===== src/rtl/ld_align_pkg.sv =====
package ld_align_pkg;
  localparam int unsigned DATA_W = 32;
  localparam int unsigned LANES  = DATA_W / 8;

  typedef enum logic [1:0] {
    KIND_WORD  = 2'd0,
    KIND_UHALF = 2'd1,
    KIND_SHALF = 2'd2,
    KIND_RSVD  = 2'd3
  } ld_kind_e;
endpackage


===== src/rtl/ld_addr_align.sv =====
module ld_addr_align
  import ld_align_pkg::*;
#(
  parameter int unsigned ADDR_W = 32
) (
  input  logic [ADDR_W-1:0] addr,
  input  ld_kind_e          kind,
  output logic [ADDR_W-1:0] aligned
);
  always_comb begin
    aligned = addr;
    unique case (kind)
      KIND_WORD, KIND_RSVD: aligned[1:0] = 2'b00;
      KIND_UHALF:           aligned[0]   = 1'b0;
      KIND_SHALF:           if (!addr[0]) aligned[0] = 1'b0;
      default:              aligned = addr;
    endcase
  end
endmodule


===== src/rtl/ld_data_fmt.sv =====
module ld_data_fmt
  import ld_align_pkg::*;
(
  input  logic [1:0]        off,
  input  ld_kind_e          kind,
  input  logic [DATA_W-1:0] raw,
  output logic [DATA_W-1:0] res
);
  localparam int unsigned HALF_W = DATA_W / 2;

  // one rotated copy of the bus word per possible byte offset
  logic [DATA_W-1:0] rot [LANES];
  genvar g;
  generate
    for (g = 0; g < LANES; g++) begin : g_rot
      if (g == 0) begin : g_zero
        assign rot[g] = raw;
      end else begin : g_nz
        assign rot[g] = {raw[8*g-1:0], raw[DATA_W-1:8*g]};
      end
    end
  endgenerate

  logic [HALF_W-1:0] half;
  logic [7:0]        byte_l;
  logic [DATA_W-1:0] half_z;

  always_comb begin
    half   = off[1] ? raw[DATA_W-1:HALF_W] : raw[HALF_W-1:0];
    byte_l = raw[8*off +: 8];
    half_z = {{(DATA_W-HALF_W){1'b0}}, half};
  end

  always_comb begin
    res = '0;
    unique case (kind)
      KIND_WORD:  res = rot[off];
      KIND_UHALF: res = off[0] ? {half_z[7:0], half_z[DATA_W-1:8]} : half_z;
      KIND_SHALF: res = off[0] ? {{(DATA_W-8){byte_l[7]}}, byte_l}
                               : {{(DATA_W-HALF_W){half[HALF_W-1]}}, half};
      default:    res = '0;
    endcase
  end
endmodule


===== src/rtl/ld_out_stage.sv =====
module ld_out_stage
  import ld_align_pkg::*;
#(
  parameter bit REG_OUT = 1'b1
) (
  input  logic              clk,
  input  logic              rst_n,
  input  logic              up_valid,
  output logic              up_ready,
  input  logic [DATA_W-1:0] up_data,
  output logic              dn_valid,
  input  logic              dn_ready,
  output logic [DATA_W-1:0] dn_data
);
  generate
    if (REG_OUT) begin : g_reg
      logic              v_q;
      logic [DATA_W-1:0] d_q;
      assign up_ready = !v_q || dn_ready;
      always_ff @(posedge clk) begin
        if (!rst_n) begin
          v_q <= 1'b0;
          d_q <= '0;
        end else if (up_ready) begin
          v_q <= up_valid;
          if (up_valid) d_q <= up_data;
        end
      end
      assign dn_valid = v_q;
      assign dn_data  = d_q;
    end else begin : g_pass
      assign up_ready = dn_ready;
      assign dn_valid = up_valid;
      assign dn_data  = up_data;
    end
  endgenerate
endmodule


===== src/rtl/ld_align_top.sv =====
module ld_align_top
  import ld_align_pkg::*;
#(
  parameter int unsigned ADDR_W  = 32,
  parameter bit          REG_OUT = 1'b1
) (
  input  logic              clk,
  input  logic              rst_n,
  input  logic              in_valid,
  output logic              in_ready,
  input  logic [ADDR_W-1:0] in_addr,
  input  logic [1:0]        in_kind,
  input  logic [DATA_W-1:0] in_data,
  output logic [ADDR_W-1:0] bus_addr,
  output logic              out_valid,
  input  logic              out_ready,
  output logic [DATA_W-1:0] out_data
);
  ld_kind_e          kind;
  logic [DATA_W-1:0] fmt;

  assign kind = ld_kind_e'(in_kind);

  ld_addr_align #(.ADDR_W(ADDR_W)) u_addr (
    .addr    (in_addr),
    .kind    (kind),
    .aligned (bus_addr)
  );

  ld_data_fmt u_fmt (
    .off  (in_addr[1:0]),
    .kind (kind),
    .raw  (in_data),
    .res  (fmt)
  );

  ld_out_stage #(.REG_OUT(REG_OUT)) u_out (
    .clk      (clk),
    .rst_n    (rst_n),
    .up_valid (in_valid),
    .up_ready (in_ready),
    .up_data  (fmt),
    .dn_valid (out_valid),
    .dn_ready (out_ready),
    .dn_data  (out_data)
  );
endmodule


===== config.mk =====
export PLATFORM = sky130hd
export DESIGN_NAME = ld_align_top
export DESIGN_NICKNAME = d
export VERILOG_FILES = /design/src/rtl/ld_align_pkg.sv /design/src/rtl/ld_addr_align.sv /design/src/rtl/ld_data_fmt.sv /design/src/rtl/ld_out_stage.sv /design/src/rtl/ld_align_top.sv
export SDC_FILE = /design/constraint.sdc
export NUM_CORES = 1
export LEC_CHECK = 0
export ABC_AREA = 1
export BUFFER_PORTS_ARGS = -buffer_cell sky130_fd_sc_hd__buf_2
export CAP_MARGIN = 10
export CORE_ASPECT_RATIO = 1.4
export CORE_UTILIZATION = 40
export CTS_BUF_LIST = sky130_fd_sc_hd__clkbuf_4 sky130_fd_sc_hd__clkbuf_8
export DETAILED_ROUTE_END_ITERATION = 10
export GPL_TIMING_DRIVEN = 0
export PLACE_DENSITY = 0.7
export SETUP_SLACK_MARGIN = 0.1
export SYNTH_ARGS = -nofsm -noshare
export SYNTH_HDL_FRONTEND = slang
export SYNTH_SLANG_ARGS = --single-unit

===== constraint.sdc =====
create_clock -name clk -period 1.56 [get_ports clk]
set_input_delay 0.078 -clock clk [delete_from_list [all_inputs] [get_ports clk]]
set_output_delay 0.078 -clock clk [all_outputs]
set_load 0.01 [all_outputs]

==> Word level (Yosys, flattened, before mapping) <==
Index checks and enable logic that the tools add are counted.
{ "op_classes": {"add_sub_neg": 0, "mul": 0, "div_mod_pow": 0, "magnitude_cmp": 1, "n_eq_ne": 3, "shift": 1, "muxes": 10, "bitwise": 1, "reduce_logical": 6} }
{ "ops": {"columns": ["op", "count"], "rows": [
  ["$mux W32", 4],
  ["$pmux W32 S3", 1],
  ["$bmux W32 S2", 1],
  ["$shiftx A32 B6 Y8", 1],
  ["$mux W16", 1],
  ["$eq A2 B2 Y1 const B", 2],
  ["$ge A3 B3 Y1 const B", 1],
  ["$not A2 Y3", 1],
  ["$reduce_or A3 Y1", 1],
  ["$eq A2 B1 Y1 const B", 1],
  ["$logic_not A2 Y1", 1],
  ["$mux W1", 2],
  ["$pmux W1 S2", 1],
  ["$reduce_and A2 Y1", 1],
  ["$reduce_or A2 Y1", 1],
  ["$logic_not A1 Y1", 1],
  ["$logic_or A1 B1 Y1", 1]
]} }
{ "totals": {"regBits": 33, "latch_bits": 0, "mem_bits_rw": 0, "romBits": 0, "in_bits": 70, "memories": 0} }

==> Longest topological paths before layout <==
Gate-level depths: netlist of the first run.
{ "logic_depth": {"word_depth": 5, "depth_mapped": 9, "depth_no_buf": 8} }

==> Modules after synthesis <==
A second synthesis of the first run with hierarchy kept.
{ "hier_totals": {"cells_unflattened": 572, "hier_area_um2": 3274.4} }
{ "by_module_without_submodules": {"columns": ["module", "n_inst", "cells_each", "area_each_um2", "seq_area_each_um2"], "rows": [
  ["ld_data_fmt", 1, 321, 1529.0, 0.0],
  ["ld_out_stage", 1, 215, 1486.4, 660.6],
  ["ld_addr_align", 1, 36, 259.0, 0.0]
]} }

==> Worst setup path after synthesis of the first run <==
OpenSTA, ideal clock, no wires.
{ "synth_path": {"kind": "reg2reg", "from": "register u_out.g_reg.v_q (netlist: u_out.dn_valid)", "to": "register u_out.g_reg.d_q[12] (netlist: u_out.dn_data[12])", "t_arrival_ns": 1.130, "t_required_ns": 1.493, "path_slack_ns": 0.363, "stages_incl_launch_ff": 6, "path_buffers": 1, "synth_period_minus_slack_ns": 1.197, "path_cell_list": "dfxtp_1 -> nand2_1 -> nand2_2 -> clkbuf_1 -> nand2_1 -> a21oi_2"} }
{ "synth_via": {"elab_chain_cells": 3} }
{ "synth_lines": {"columns": ["element", "line", "source"], "rows": [
  ["from (decl)", "ld_out_stage.sv:17", "logic v_q;"],
  ["from (signal assigned)", "ld_out_stage.sv:25", "v_q <= up_valid;"],
  ["$logic_not A1 Y1", "ld_out_stage.sv:19", "assign up_ready = !v_q || dn_ready;"],
  ["$logic_or A1 B1 Y1", "ld_out_stage.sv:19", null],
  ["net in_ready", "ld_align_top.sv:10", "output logic in_ready,"],
  ["$reduce_and A2 Y1 (no line)", null, null],
  ["to (signal assigned)", "ld_out_stage.sv:26", "if (up_valid) d_q <= up_data;"],
  ["to (decl)", "ld_out_stage.sv:18", "logic [DATA_W-1:0] d_q;"]
]} }
The timed path passes the listed nets, and every way through them passes these cells.
A chain may end at the register's enable or synchronous reset.

==> Worst setup path in the final report of the first run <==
{ "layout_path": {"from": "register u_out.g_reg.v_q (netlist: u_out.dn_valid)", "to": "register u_out.g_reg.d_q[24] (netlist: u_out.dn_data[24])"} }
{ "layout_via": {"elab_chain_cells": 3} }
{ "layout_lines": {"columns": ["element", "line"], "rows": [
  ["$logic_not A1 Y1", "ld_out_stage.sv:19"],
  ["$logic_or A1 B1 Y1", "ld_out_stage.sv:19"],
  ["$reduce_and A2 Y1 (no line)", null]
]} }
No other way between the ends.

==> results.json, run 1 <==
{
  "synth_mux_area_frac": 0,
  "yosys_most_used_dff": "dfxtp_1",
  "fin_hold_ws_ns": 0.123,
  "worstSetupPathType": "flip-flop to flip-flop",
  "viasPerCell": 5.32,
  "synthTopCellsByArea": "nand2_1, dfxtp_1, nand3_1",
  "dr.first_iter.drc_count": 284,
  "clk_latency_ns": 0.28,
  "ir_drop_uv": 337,
  "overflow": 0,
  "cellPowerDensity_nw_per_um2": 675,
  "cp-end-kind": "flip-flop",
  "hold_class": "input pin to flip-flop",
  "status": "complete, no violations",
  "gp_congestion": 0.996,
  "hold_viol": 0,
  "core_um2": 6700,
  "ys.warnings.count": 0,
  "cts_tree": "done",
  "power.leakage_nw": 1.90,
  "synth_most_common_cell": "nand2_1",
  "htreeDepth": 2,
  "sw_frac_of_total": 0.342,
  "die_area_um2": 7410,
  "num-fill-cells": 751,
  "min_period_over_period": 0.839,
  "synthAdderAreaFrac": 0.0177,
  "dieWidth_um": 73.0,
  "root_buffer": "clkbuf_8",
  "gr-usage-all-layers": 0.301,
  "syn_inst": 483,
  "seqPwrFrac": 0.375,
  "clk_path_buf_depth": 2,
  "synthArstFlopShare": 0,
  "placed_area_um2": 3460,
  "cts_buffers": 5,
  "rows": 35,
  "grt_max_degree": 11,
  "maxSlewViolCount": 0,
  "dpl_worst_slack_ns": 0.0605,
  "synth_enable_flop_cells": 0,
  "fin_tns_setup_ns": 0,
  "fin_nets": 668,
  "max_freq_ghz": 0.764,
  "detail-route-antenna-nets": 0,
  "setup_slack_ns": 0.252,
  "fin_skew_ns": 0.00476,
  "hold_buffers": 0,
  "drt_wl_total_um": 10900,
  "n_antenna_cell": 0,
  "finalCriticalPeriod_ns": 1.31,
  "drive_above_1_share": 0.300,
  "yosys.area.top_type": "nand2_1",
  "power.internal_w": 0.00158,
  "cp_max_fo": 10,
  "ys_seq_area_frac": 0.234,
  "synth_common_cells": "nand2_1, nand3_1, buf_4",
  "synth-seq-cells": 33,
  "maxSlewHeadroom": 0.688,
  "final_area_um2": 3560,
  "clk_pin_slew_ns": 0.06,
  "final_core_util": 0.531,
  "wl_per_cell_um": 15.9,
  "synthSimpleGateAreaFrac": 0.507,
  "power_switching_w": 0.000823,
  "setup_viol": 0,
  "synth_top_family_by_area": "simple AND/OR/NAND/NOR gates",
  "post_cts_buffers": 0,
  "vias": 3652,
  "cp.arrival_ns": 1.52,
  "drt-pass1-iter-count": 5,
  "first_global_vias": 3362,
  "rsz0062_at_grt": "false",
  "die_h_um": 101,
  "cts_sinks": 33,
  "synth_compound_area_frac": 0.0682,
  "cp.required_ns": 1.77,
  "io_pins": 136,
  "syn2layout_area_growth_pct": 26.0,
  "synth.distinct_cells": 21,
  "io_buffers": 104,
  "synth.avg_cell_area_um2": 5.85,
  "synth.cell_area_um2": 2830,
  "syn-num-nets": 557,
  "start_util": 0.422,
  "dp_hpwl_um": 8060,
  "route.detailed.drc": 0,
  "pwr-share-clk": 0.272,
  "power_frac_comb": 0.353,
  "maxCapViolations": 0,
  "start_kind": "flip-flop",
  "antenna_found_initial": 0,
  "synth_top_area_frac": 0.286,
  "worstMarginPinSlew_ns": 0.467,
  "synth_xor_area_frac": 0,
  "grt_pass1_wl_um": 16800
}
==> cells by family (layout without fill, tap and decap cells) <==
| kind of cell | Yosys count | after routing |
|---|---|---|
| AOI/OAI and AO/OA | 36 | 36 |
| buffers and inverters | 72 | 183 |
| DFF | 33 | 33 |
| adders and majority gates | 4 | 4 |
| and+or+nand+nor | 338 | 338 |
==> critical path, cell delays in order, from the launching register on <==
cell and delay (ns):
dfxtp_1 0.33, nand2_1 0.09, nand2_2 0.19, clkbuf_1 0.38
nand2_1 0.09, a21oi_1 0.15
==> placed cells by master, fill, tap and decap left out, drive strengths merged <==
cell / n
ha: 4
buf: 160
clkinv: 1
nor2: 3
o311ai: 1
dfxtp: 33
nand3: 117
nand2: 217
o211ai: 2
or2: 1
a21oi: 33
inv: 9
clkbuf: 13
==> power groups by stage <==
stage,clock network [W],logic (W),registers (W)
floorplan,0,0.000508,0.000939
global placement,0,0.000827,0.000918
detailed placement,0,0.000830,0.000920
CTS,0.000672,0.000833,0.000901
global route,0.000692,0.000939,0.000904
finish,0.000654,0.000848,0.000901
==> final cells by class <==
type | instances | area (um^2) | area share
Multi-Input combinational cell | 378 | 1680 | 0.472
Sequential cell | 33 | 661 | 0.186
Timing Repair Buffer | 104 | 520 | 0.146
Buffer | 62 | 452 | 0.127
Tap cell | 92 | 115 | 0.0323
Clock buffer | 7 | 90.1 | 0.0253
Inverter | 10 | 40.0 | 0.0113
==> final timing paths <==
| check | start | to | slack, ns | depth (start not counted) |
|---|---|---|---|---|
| worst min-delay path | out_ready | u_out.dn_valid | 0.12 | 4 |
| worst min register to register | u_out.dn_data[8] | u_out.dn_data[8] | 0.46 | 2 |
| worst max-delay path | u_out.dn_valid | u_out.dn_data[24] | 0.25 | 5 |
| worst max register to register | u_out.dn_valid | u_out.dn_data[24] | 0.25 | 5 |
==> through the flow <==
stage / std cells / power [W]
2_1_floorplan: 483 / 0.00145
3_3_place_gp: 679 / 0.00175
3_5_place_dp: 679 / 0.00175
4_1_cts: 686 / 0.00241
5_1_grt: 686 / 0.00253
6_report: 686 / 0.00240
==> metal layers <==
metal,GRT usage,part of all wire
met1,0.351,0.38
met2,0.527,0.50
met3,0.0358,0.083
met4,0.163,0.037
met5,0,0
==> what timing repair did <==
action	4_1_cts	5_1_grt
hold endpoints to repair	0	0
setup endpoints to repair	0	4
gates resized for setup	0	5
==> flip-flops by register name (all words and copies together) (netlist names) <==
register	cells
u_out.dn_valid	1
u_out.dn_data	32
No activity file was read; power rests on OpenSTA's default activity.
==> inputs of run 2 (changes only) <==
==> constraint.sdc (replaced) <==
create_clock -name clk -period 1.32 [get_ports clk]
set_input_delay 0.066 -clock clk [delete_from_list [all_inputs] [get_ports clk]]
set_output_delay 0.066 -clock clk [all_outputs]
set_load 0.01 [all_outputs]
==> results.json, run 2 (synthesis results as in run 1) <==
{
  "maxSlewViolCount": 0,
  "critPathTopFamily": "simple AND/OR/NAND/NOR gates",
  "antenna_found_initial": 0,
  "gr-usage-all-layers": 0.300,
  "place_inst": 679,
  "layout_commonest_cell": "nand2_1",
  "status": "complete, no violations",
  "dieWidth_um": 73.0,
  "syn2layout_area_growth_pct": 29.4,
  "cp.arrival_ns": 1.42,
  "dp_hpwl_um": 8060,
  "reg2reg_depth": 6,
  "ir_drop_uv": 408,
  "fin_nets": 673,
  "clk_pin_slew_ns": 0.07,
  "largest_register_ffs": 32,
  "n_antenna_cell": 0,
  "io_pins": 136,
  "r2r_start": "u_out.dn_valid",
  "root_buffer": "clkbuf_8",
  "maxCapViolations": 0,
  "worstSetupPathType": "flip-flop to flip-flop",
  "overflow": 0,
  "power.leakage_nw": 1.94,
  "wl_per_cell_um": 16.0,
  "viasPerCell": 5.33,
  "hold_viol": 0,
  "detail-route-antenna-nets": 0,
  "layout_common_cells": "nand2_1, nand3_1, buf_2",
  "start_util": 0.422,
  "cp_max_fo": 10,
  "grt_max_degree": 11,
  "cp.required_ns": 1.53,
  "r2r_setup_slack_ns": 0.12,
  "vias": 3682,
  "grt_pass1_wl_um": 16800,
  "max_freq_ghz": 0.831,
  "drt-pass1-iter-count": 5,
  "io_buffers": 104,
  "hold_class": "input pin to flip-flop",
  "gp_congestion": 0.996,
  "maxSlewHeadroom": 0.685,
  "cts_tree": "done",
  "cts_buffers": 5,
  "regToRegEndpoint": "u_out.dn_data[31]",
  "drt_wl_total_um": 11100,
  "dr.first_iter.drc_count": 268,
  "cp-end-kind": "flip-flop",
  "clk_path_buf_depth": 2,
  "start_kind": "flip-flop",
  "path_cells": "nand2_4 -> nand2_8 -> nor2_4 -> buf_6 -> nand2_1 -> a21oi_1",
  "finalCriticalPeriod_ns": 1.20,
  "crit_buf_inv": 1,
  "clk_latency_ns": 0.28,
  "worstMarginPinSlew_ns": 0.472,
  "htreeDepth": 2,
  "slowest_stage": "dfxtp_2",
  "first_global_vias": 3373,
  "max_stage_delay_ns": 0.33,
  "route.detailed.drc": 0,
  "hold_start": "rst_n",
  "cts_sinks": 33,
  "die_area_um2": 7410,
  "rows": 35,
  "setup_viol": 0,
  "drive_above_1_share": 0.322,
  "min_period_over_period": 0.912,
  "die_h_um": 101,
  "min_to": "u_out.dn_data[14]",
  "fin_skew_ns": 0.00435,
  "rsz0062_at_grt": "true",
  "p_total_w": 0.00289,
  "hold_depth": 3,
  "core_um2": 6700,
  "cellPowerDensity_nw_per_um2": 790,
  "stdcell_count": 691
}
## run 2: cell types whose count changed in the layout (fill, tap and decap cells not counted), moves of 2 or more
cell	change
a21oi_1	-2
a21oi_2	+2
buf_2	-3
buf_4	+3
buf_6	+3
clkbuf_4	+2
ha_1	-2
ha_2	+2
nand2_1	-3
## run 2: metal layers
layer	vias to the layer above	part of all wire	track usage
met4	0	0.041	0.167
li1	1777	-	-
met5	-	0	0
met1	1657	0.38	0.346
met2	212	0.51	0.526
met3	36	0.077	0.0358
## run 2: tightest hold or removal path: stages
cell and delay [ns]:
buf_2 0.07, inv_1 0.10, a21oi_1 0.12
## run 2: area by class of cell
class / count / area (um^2)
fillers: 747 / 3040
multi-input cells: 378 / 1720
flip-flops and latches: 33 / 662
repair buffers: 109 / 558
plain buffers: 62 / 472
well taps: 92 / 115
clock buffers: 7 / 90.1
inverters: 10 / 40.0
## run 2: what timing repair did
action,CTS,global route
pin swaps,1,5
setup buffers,0,3
gates cloned,0,2
endpoints found under the setup margin,31,31
hold endpoints to repair,0,0
hold buffers,0,0
gates resized for setup,6,19
## run 2: metrics by stage
step	util	hold WS [ns]	instance area, um^2	TNS [ns]	setup WS, ns
6_report	0.546	0.115	3660	0	0.116
3_3_place_gp	0.517	0.316	3460	-2.23	-0.155
3_5_place_dp	0.517	0.315	3460	-2.49	-0.168
2_1_floorplan	-	0.224	2830	0	0.123
5_1_grt	0.546	0.133	3660	0	0.0480
4_1_cts	0.533	0.130	3570	0	0.110
## run 2: how the worst max path moves through the flow
stage	endpoint	cells after the start	start	slack [ns]
floorplan	u_out.dn_data[12]	5	u_out.dn_valid	0.12
global placement	u_out.dn_data[27]	10	in_kind[1]	-0.15
detailed placement	u_out.dn_data[27]	10	in_kind[1]	-0.17
CTS	u_out.dn_data[22]	6	u_out.dn_valid	0.11
global route	u_out.dn_data[26]	6	u_out.dn_valid	0.05
finish	u_out.dn_data[31]	6	u_out.dn_valid	0.12
## run 2: report_power, final
group	total, W	switching [W]	internal (W)	leakage (nW)
registers	0.00107	0.0000228	0.00104	0.269
clock network	0.000779	0.000345	0.000434	0.0477
logic	0.00104	0.000628	0.000415	1.63
